===== config.mk =====
export PLATFORM = sky130hd
export DESIGN_NAME = nal_next_addr
export DESIGN_NICKNAME = d
export VERILOG_FILES = /design/src/rtl/nal_pkg.sv /design/src/rtl/nal_branch_check.sv /design/src/rtl/nal_word_adder.sv /design/src/rtl/nal_src_select.sv /design/src/rtl/nal_next_addr.sv
export SDC_FILE = /design/constraint.sdc
export NUM_CORES = 1
export LEC_CHECK = 0
export BUFFER_PORTS_ARGS = -buffer_cell sky130_fd_sc_hd__buf_4
export CORE_ASPECT_RATIO = 0.8
export CORE_MARGIN = 4
export CORE_UTILIZATION = 44
export DETAILED_ROUTE_END_ITERATION = 6
export PLACE_DENSITY = 0.87
export SLEW_MARGIN = 20
export SYNTH_ARGS = -nofsm -noshare
export SYNTH_HDL_FRONTEND = slang
export SYNTH_SLANG_ARGS = --single-unit
export TNS_END_PERCENT = 10

===== constraint.sdc =====
create_clock -name vclk -period 14.1
set_clock_uncertainty 0.1 [all_clocks]
set_input_delay 1.41 -clock vclk [all_inputs]
set_output_delay 1.41 -clock vclk [all_outputs]
set_load 0.03 [all_outputs]

===== src/rtl/nal_pkg.sv =====
package nal_pkg;

   // branch condition kinds; the encoding is decoded by the branch checker
   typedef enum logic [1:0] {
      BR_NONE = 2'b00,
      BR_EQ   = 2'b01,
      BR_NE   = 2'b10,
      BR_NEG  = 2'b11
   } br_kind_e;

   // next-address sources, in selector order
   typedef enum logic [1:0] {
      SRC_SEQ  = 2'b00,
      SRC_JUMP = 2'b01,
      SRC_REG  = 2'b10,
      SRC_TRAP = 2'b11
   } pc_src_e;

endpackage


===== src/rtl/nal_branch_check.sv =====
module nal_branch_check
   import nal_pkg::*;
#(
   parameter int REG_W = 32
) (
   input  logic [REG_W-1:0] a_i,
   input  logic [REG_W-1:0] b_i,
   input  br_kind_e         kind_i,
   output logic             taken_o
);

   localparam int SIGN_BIT = REG_W - 1;

   if (REG_W < 2) begin : g_bad_width
      $error("nal_branch_check: REG_W must be at least 2");
   end

   logic same;
   logic neg;

   assign same = (a_i == b_i);
   assign neg  = a_i[SIGN_BIT];

   always_comb begin
      unique case (kind_i)
         BR_NONE: taken_o = 1'b0;
         BR_EQ:   taken_o = same;
         BR_NE:   taken_o = !same;
         BR_NEG:  taken_o = neg;
         default: taken_o = 1'b0;
      endcase
   end

   // the no-branch kind never yields a taken condition
   always_comb begin
      a_r1_none_never_taken: assert (!((kind_i == BR_NONE) && taken_o));
   end

   // the sign test depends only on the top bit of the first operand
   always_comb begin
      if (kind_i == BR_NEG) begin
         a_r4_sign_test: assert (taken_o == a_i[SIGN_BIT]);
      end
   end

   // equality kinds are complementary for the same operands
   always_comb begin
      if (kind_i == BR_EQ && a_i != b_i) begin
         a_r2_eq_mismatch: assert (!taken_o);
      end
      if (kind_i == BR_NE && a_i == b_i) begin
         a_r3_ne_match: assert (!taken_o);
      end
   end

endmodule


===== src/rtl/nal_word_adder.sv =====
module nal_word_adder #(
   parameter int W      = 30,
   parameter bit RIPPLE = 1'b0
) (
   input  logic [W-1:0] a_i,
   input  logic [W-1:0] b_i,
   input  logic         cin_i,
   output logic [W-1:0] sum_o
);

   if (W < 1) begin : g_bad_width
      $error("nal_word_adder: W must be positive");
   end

   if (RIPPLE) begin : g_ripple
      logic [W:0] carry;
      assign carry[0] = cin_i;
      for (genvar i = 0; i < W; i++) begin : g_bit
         assign sum_o[i]     = a_i[i] ^ b_i[i] ^ carry[i];
         assign carry[i + 1] = (a_i[i] & b_i[i]) | (carry[i] & (a_i[i] ^ b_i[i]));
      end
   end else begin : g_infer
      assign sum_o = a_i + b_i + W'(cin_i);
   end

endmodule


===== src/rtl/nal_src_select.sv =====
module nal_src_select
   import nal_pkg::*;
#(
   parameter int W = 30
) (
   input  pc_src_e      sel_i,
   input  logic [W-1:0] seq_i,
   input  logic [W-1:0] jump_i,
   input  logic [W-1:0] reg_i,
   input  logic [W-1:0] trap_i,
   output logic [W-1:0] out_o
);

   always_comb begin
      unique case (sel_i)
         SRC_SEQ:  out_o = seq_i;
         SRC_JUMP: out_o = jump_i;
         SRC_REG:  out_o = reg_i;
         SRC_TRAP: out_o = trap_i;
         default:  out_o = seq_i;
      endcase
   end

   // the trap source passes the fixed vector untouched
   always_comb begin
      if (sel_i == SRC_TRAP) begin
         a_r8_trap_vector: assert (out_o == trap_i);
      end
   end

endmodule


===== src/rtl/nal_next_addr.sv =====
module nal_next_addr
   import nal_pkg::*;
#(
   parameter int                               ADDR_W       = 32,
   parameter int                               ALIGN_W      = 2,
   parameter int                               IMM_W        = 16,
   parameter int                               JT_W         = 26,
   parameter logic [ADDR_W-ALIGN_W-1:0]        SYSCALL_WA   = 30'h2000_0000,
   parameter bit                               ADDER_RIPPLE = 1'b0
) (
   input  logic [ADDR_W-1:0] pc_i,
   input  logic [IMM_W-1:0]  imm_i,
   input  logic [JT_W-1:0]   jtarget_i,
   input  logic [ADDR_W-1:0] rs_val_i,
   input  logic [ADDR_W-1:0] rt_val_i,
   input  logic [1:0]        br_kind_i,
   input  logic [1:0]        pc_sel_i,
   output logic [ADDR_W-1:0] next_pc_o,
   output logic [ADDR_W-1:0] link_pc_o
);

   localparam int WA_W  = ADDR_W - ALIGN_W;   // word-address width
   localparam int EXT_W = WA_W - IMM_W;       // sign-extension bits
   localparam int HI_W  = WA_W - JT_W;        // PC bits kept on a jump

   if (ALIGN_W < 0 || ALIGN_W >= ADDR_W) begin : g_bad_align
      $error("nal_next_addr: ALIGN_W out of range");
   end
   if (IMM_W < 1 || IMM_W > WA_W) begin : g_bad_imm
      $error("nal_next_addr: IMM_W must fit the word address");
   end
   if (JT_W < 1 || JT_W >= WA_W) begin : g_bad_jt
      $error("nal_next_addr: JT_W must be narrower than the word address");
   end

   logic [WA_W-1:0] pc_word;
   logic [WA_W-1:0] offset_ext;
   logic [WA_W-1:0] addend;
   logic [WA_W-1:0] sum_word;
   logic [WA_W-1:0] jump_word;
   logic [WA_W-1:0] reg_word;
   logic [WA_W-1:0] sel_word;
   logic            taken;
   br_kind_e        kind;
   pc_src_e         src;

   assign pc_word  = pc_i[ADDR_W-1:ALIGN_W];
   assign reg_word = rs_val_i[ADDR_W-1:ALIGN_W];
   assign kind     = br_kind_e'(br_kind_i);
   assign src      = pc_src_e'(pc_sel_i);

   if (EXT_W > 0) begin : g_sext
      assign offset_ext = {{EXT_W{imm_i[IMM_W-1]}}, imm_i};
   end else begin : g_nosext
      assign offset_ext = imm_i;
   end

   assign addend    = taken ? offset_ext : '0;
   assign jump_word = {pc_word[WA_W-1:JT_W], jtarget_i};

   nal_branch_check #(
      .REG_W (ADDR_W)
   ) u_check (
      .a_i     (rs_val_i),
      .b_i     (rt_val_i),
      .kind_i  (kind),
      .taken_o (taken)
   );

   nal_word_adder #(
      .W      (WA_W),
      .RIPPLE (ADDER_RIPPLE)
   ) u_adder (
      .a_i   (pc_word),
      .b_i   (addend),
      .cin_i (1'b1),
      .sum_o (sum_word)
   );

   nal_src_select #(
      .W (WA_W)
   ) u_select (
      .sel_i  (src),
      .seq_i  (sum_word),
      .jump_i (jump_word),
      .reg_i  (reg_word),
      .trap_i (SYSCALL_WA),
      .out_o  (sel_word)
   );

   if (ALIGN_W > 0) begin : g_align
      assign next_pc_o = {sel_word, {ALIGN_W{1'b0}}};
      assign link_pc_o = {sum_word, {ALIGN_W{1'b0}}};
   end else begin : g_noalign
      assign next_pc_o = sel_word;
      assign link_pc_o = sum_word;
   end

   // outputs are word aligned
   always_comb begin
      a_r11_aligned: assert (next_pc_o[ALIGN_W-1:0] == '0 && link_pc_o[ALIGN_W-1:0] == '0);
   end

   // sequential source makes next PC and link agree
   always_comb begin
      if (src == SRC_SEQ) begin
         a_r9_seq_link: assert (next_pc_o == link_pc_o);
      end
   end

   // with no taken branch the link is one word past the PC
   always_comb begin
      if (!taken) begin
         a_r9_plain_increment: assert (link_pc_o[ADDR_W-1:ALIGN_W] == WA_W'(pc_word + 1'b1));
      end
   end

   // a jump keeps the upper PC bits
   always_comb begin
      if (src == SRC_JUMP) begin
         a_r6_jump_region: assert (next_pc_o[ADDR_W-1:ADDR_W-HI_W] == pc_i[ADDR_W-1:ADDR_W-HI_W]);
      end
   end

   // a register jump carries the operand's upper bits
   always_comb begin
      if (src == SRC_REG) begin
         a_r7_reg_jump: assert (next_pc_o[ADDR_W-1:ALIGN_W] == rs_val_i[ADDR_W-1:ALIGN_W]);
      end
   end

endmodule


==> flow_summary.ini, run 1 <==
[drt]
route.met2.wl_um = 5730
viasPerCell = 5.76
drc_errors = 0
highest_layer = met4
m1WireLength_um = 5180
dr_wl_met3_um = 1050
wl_per_cell_um = 19.1
drtIter0Drc = 318
dr_total_vias = 3727
first_pass_iters = 5
wirelength_um = 12300
ant_nets = 0

[grt]
grt.total_usage_pct = 30.9
grt_pass1_wl_um = 18300
grt_max_degree = 31
grt_overflow = 0
first_global_vias = 3456
antenna_found_initial = 0

[floorplanning]
core_area_um2 = 5940
rows = 25
die_w_um = 95.8
die-height_um = 78.2
die_area_um2 = 7500
io_pins = 206
start_util_pct = 45.7

[cells_and_area]
drive_gt1_share_pct = 37.6
flow.area_growth_from_synthesis_pct = 53.2
seq_cells = 0
n_fill_cell = 540
register_area_um2 = 0
fin_area_um2 = 4160
n_clock_buffer = 0
final_common_cell = buf_4
n_antenna_cell = 0
nNetsFinal = 740
fin_util_pct = 70.0
final_cell_mix = 201 x buf_4, 43 x nand2_1, 42 x xor2_1, 29 x ha_1, 28 x a21oi_1

[synthesis]
ys.warnings.count = 0
synth_top_area_cell = xor2_1
ys_types = 56
synth_area_um2 = 2710
synth_area_leaders = xor2_1 14%, ha_1 13%, xnor2_1 6.1%
synth_top_area_share_pct = 13.6
ys_seq_area_share_pct = 0
syn_inst = 383
syn_avg_cell_area_um2 = 7.09

[setup_path]
critical_path_class = primary input to primary output
cp-end-kind = primary output
cp_max_fo = 15
required_ns = 12.59
path_cells = buf_4 -> xor2_1 -> nor4_1 -> nand4_1 -> nor2_1 -> mux2i_1 -> a31oi_1 -> and2_1 -> ha_1 -> nor2b_2 -> o2111ai_1 -> a31o_2 -> o311a_2 -> o31a_1 -> o31a_1 -> xnor2_1 -> a222oi_1 -> buf_4
arrival_ns = 6.40
start_kind = primary input
slowest_stage = a31oi_1
cpPeakStageDelay_ns = 0.80

[placed_design]
placed_cell_area_um2 = 4160
dp_hpwl_um = 10700
io_buffers = 200
place_ws_ns = 6.17
gp_congestion = 0.984

[sta]
drv_slew = 0
rsz0062_at_grt = no
setup_violations = 0
max_freq_mhz = 126
fin_setup_tns_ns = 0
slew_headroom_pct = 26.8
fin_crit_sh_pct = 56.1
final-hold-violation-count = 0
finalWorstPathRequiredPeriod_ns = 7.91
tightest_slew_ns = 1.09
finalWorstSetupSlack_ns = 6.19

[min_path]
hold_path_class = primary input to primary output

[clock_network]
ctsHoldBuffers = 0
cts_resized = 0
postCtsSetupRepairBufs = 0

[pwr]
clockPowerShare_pct = 0
finalPower_mw = 0.250
p_sw_share_pct = 59.2
p_leak_nw = 2.21
p_int_mw = 0.102
p_switching_mw = 0.148
pwr-share-seq_pct = 0
power_frac_comb_pct = 100.0
power_density_nw_per_um2 = 60.2
ir_worst_vdd_uv = 41.5

[outcome]
outcome = finished clean

[flow_run]
maxCapViolations = 0
[layout make-up]
class | count | area [um^2] | share of cell area [%]
Multi-Input combinational cell | 348 | 2480 | 59.7
Timing Repair Buffer | 201 | 1510 | 36.3
Tap cell | 81 | 101 | 2.44
Inverter | 17 | 63.8 | 1.53
[through the flow]
step	instances	hold WS (ns)
2_1_floorplan	386	2.92
3_3_place_gp	647	3.05
3_5_place_dp	647	3.06
4_1_cts	647	3.06
5_1_grt	647	3.09
6_report	647	3.05
[worst paths after layout]
path	from	end	depth (start not counted)
hold / removal	jtarget_i[25]	next_pc_o[27]	4
setup / recovery	rt_val_i[11]	next_pc_o[31]	18
[worst max-delay path, delay by kind of cell]
kind | cells | cell delay (ns)
mux | 1 | 0.12
simple gates | 5 | 1.35
xor+xnor | 2 | 0.36
buf+inv | 2 | 0.34
fa+ha+maj | 1 | 0.13
compound gates | 7 | 2.69
[power groups by stage]
stage | logic, mW | clock network [mW] | registers, mW
after global routing | 0.266 | 0 | 0
final | 0.250 | 0 | 0
after floorplan | 0.151 | 0 | 0
after global placement | 0.244 | 0 | 0
after CTS | 0.248 | 0 | 0
after detailed placement | 0.247 | 0 | 0
[routing by layer]
| metal | GRT usage, % | vias up |
|---|---|---|
| met5 | 0 | - |
| met4 | 8.38 | 0 |
| met3 | 2.59 | 26 |
| met2 | 50.7 | 201 |
| met1 | 43.0 | 1741 |
| li1 | - | 1759 |
[cells in the mapped netlist, types with 3 or more instances]
cell type,n
a41oi_1,3
clkbuf_1,6
o21a_1,3
nor2b_1,4
nor4_1,8
a221o_1,3
a21o_1,15
o21ai_1,4
nor2_1,17
clkbuf_8,6
xor2_1,42
o31ai_1,3
xnor2_1,19
and2_1,15
a21oi_1,28
a22oi_1,4
a31oi_1,5
ha_1,29
inv_1,17
a22o_1,10
nand2_1,43
o21bai_1,3
nand3_1,8
buf_4,6
and3_1,3
mux2i_1,13
nand4_1,7
o21ai_0,22
[cell families (layout without fill, tap and decap cells)]
group | count (synthesis) | after routing | share of synthesized area, %
simple gates | 119 | 119 | 22.3
other cells | 1 | 4 | 0.138
buf+inv | 38 | 218 | 8.90
fa+ha+maj | 30 | 30 | 14.1
compound gates | 120 | 120 | 29.6
mux | 14 | 14 | 5.21
xor+xnor | 61 | 61 | 19.7
Note: power is estimated with default switching activity, not from simulation.
==> run 2, diff against run 1 <==
- CORE_UTILIZATION: 44 -> 39
- PLACE_DENSITY: 0.87 -> 0.82
- clock period: 14.1 -> 6.36 ns (I/O delays scaled with it)
==> flow_summary.ini, run 2 (same netlist as run 1, synthesis figures left out) <==
[flow_run]
maxCapViolations = 0

[floorplanning]
start_util_pct = 41.3
die_w_um = 101
die-height_um = 82.6
die_area_um2 = 8370
core_area_um2 = 6570
rows = 26
io_pins = 206

[placed_design]
place_ws_ns = 0.557
io_buffers = 200
dp_hpwl_um = 10400
gp_congestion = 0.918
dp.cells = 652
placed_cell_area_um2 = 4180

[sta]
setup_violations = 0
slew_headroom_pct = 46.7
rsz0062_at_grt = no
tightest_slew_ns = 0.798
finalWorstSetupSlack_ns = 0.586
drv_slew = 0
finalWorstPathRequiredPeriod_ns = 5.77
fin_crit_sh_pct = 90.8
fin_setup_tns_ns = 0
whs_ns = 1.52
max_freq_mhz = 173
final-hold-violation-count = 0

[drt]
drtIter0Drc = 311
viasPerCell = 5.58
wl_per_cell_um = 18.4
wirelength_um = 12000
ant_nets = 0
dr_total_vias = 3639
first_pass_iters = 6
drc_errors = 0

[cells_and_area]
fin_area_um2 = 4180
final-instance-count-excl-fill = 652
drive_gt1_share_pct = 37.9
register_area_um2 = 0
fin_util_pct = 63.6
nNetsFinal = 742
final_common_cell = buf_4
n_antenna_cell = 0
seq_cells = 0
flow.area_growth_from_synthesis_pct = 53.9
n_clock_buffer = 0
final_cell_mix = 203 x buf_4, 43 x nand2_1, 42 x xor2_1, 29 x ha_1, 28 x a21oi_1

[pwr]
power_density_nw_per_um2 = 133
ir_worst_vdd_uv = 91.2
p_leak_nw = 2.22
finalPower_mw = 0.554

[setup_path]
arrival_ns = 5.04
cp_max_fo = 15
critical_path_class = primary input to primary output
start_kind = primary input
required_ns = 5.62
cp-end-kind = primary output
crit_start = rt_val_i[0]

[min_path]
hold_path_class = primary input to primary output
hold_start = jtarget_i[25]

[grt]
first_global_vias = 3319
grt.total_usage_pct = 26.6
antenna_found_initial = 0
grt_max_degree = 31
grt_pass1_wl_um = 17500
grt_overflow = 0

[clock_network]
postCtsSetupRepairBufs = 0
ctsHoldBuffers = 0
cts_resized = 0

[outcome]
outcome = finished clean
==> run 2: changes by cell type in the layout (fill, tap and decap cells not counted) <==
cell   before  now
buf_4     201  203
==> run 2: layout make-up <==
| type | count | area [um^2] |
|---|---|---|
| Tap cell | 84 | 105 |
| Inverter | 17 | 63.8 |
| Fill cell | 612 | 2390 |
| Multi-Input combinational cell | 348 | 2480 |
| Timing Repair Buffer | 203 | 1520 |
==> run 2: worst max-delay path: stages <==
cell and delay (ns):
buf_4 0.11, xor2_1 0.17, nor4_1 0.40, nand4_1 0.14, nor2_1 0.31, mux2i_1 0.22, a31oi_1 0.06, buf_4 0.19
and2_1 0.20, ha_1 0.27, nor2b_2 0.14, o2111ai_1 0.13, a31o_2 0.29, o311a_2 0.43, o31a_1 0.34, o31a_1 0.33
xnor2_1 0.15, a222oi_1 0.30, buf_4 0.22
==> run 2: report_power, final <==
| group | switching [mW] | internal, mW | total, mW |
|---|---|---|---|
| registers | 0 | 0 | 0 |
| clock network | 0 | 0 | 0 |
| logic | 0.327 | 0.227 | 0.554 |
| total | 0.327 | 0.227 | 0.554 |
==> run 2: layer usage <==
layer  vias to the layer above  part of all wire (%)  track usage (%)
li1                       1764                     -                -
met1                      1689                    42             35.5
met2                       176                    47             47.7
met3                        10                    10             3.36
met4                         0                  0.92             1.73
met5                         -                     0                0
==> run 2: path summary, 6_finish.rpt <==
kind,slack (ns),end,cells past startpoint
hold / removal,1.52,next_pc_o[27],4
setup / recovery,0.59,next_pc_o[31],19
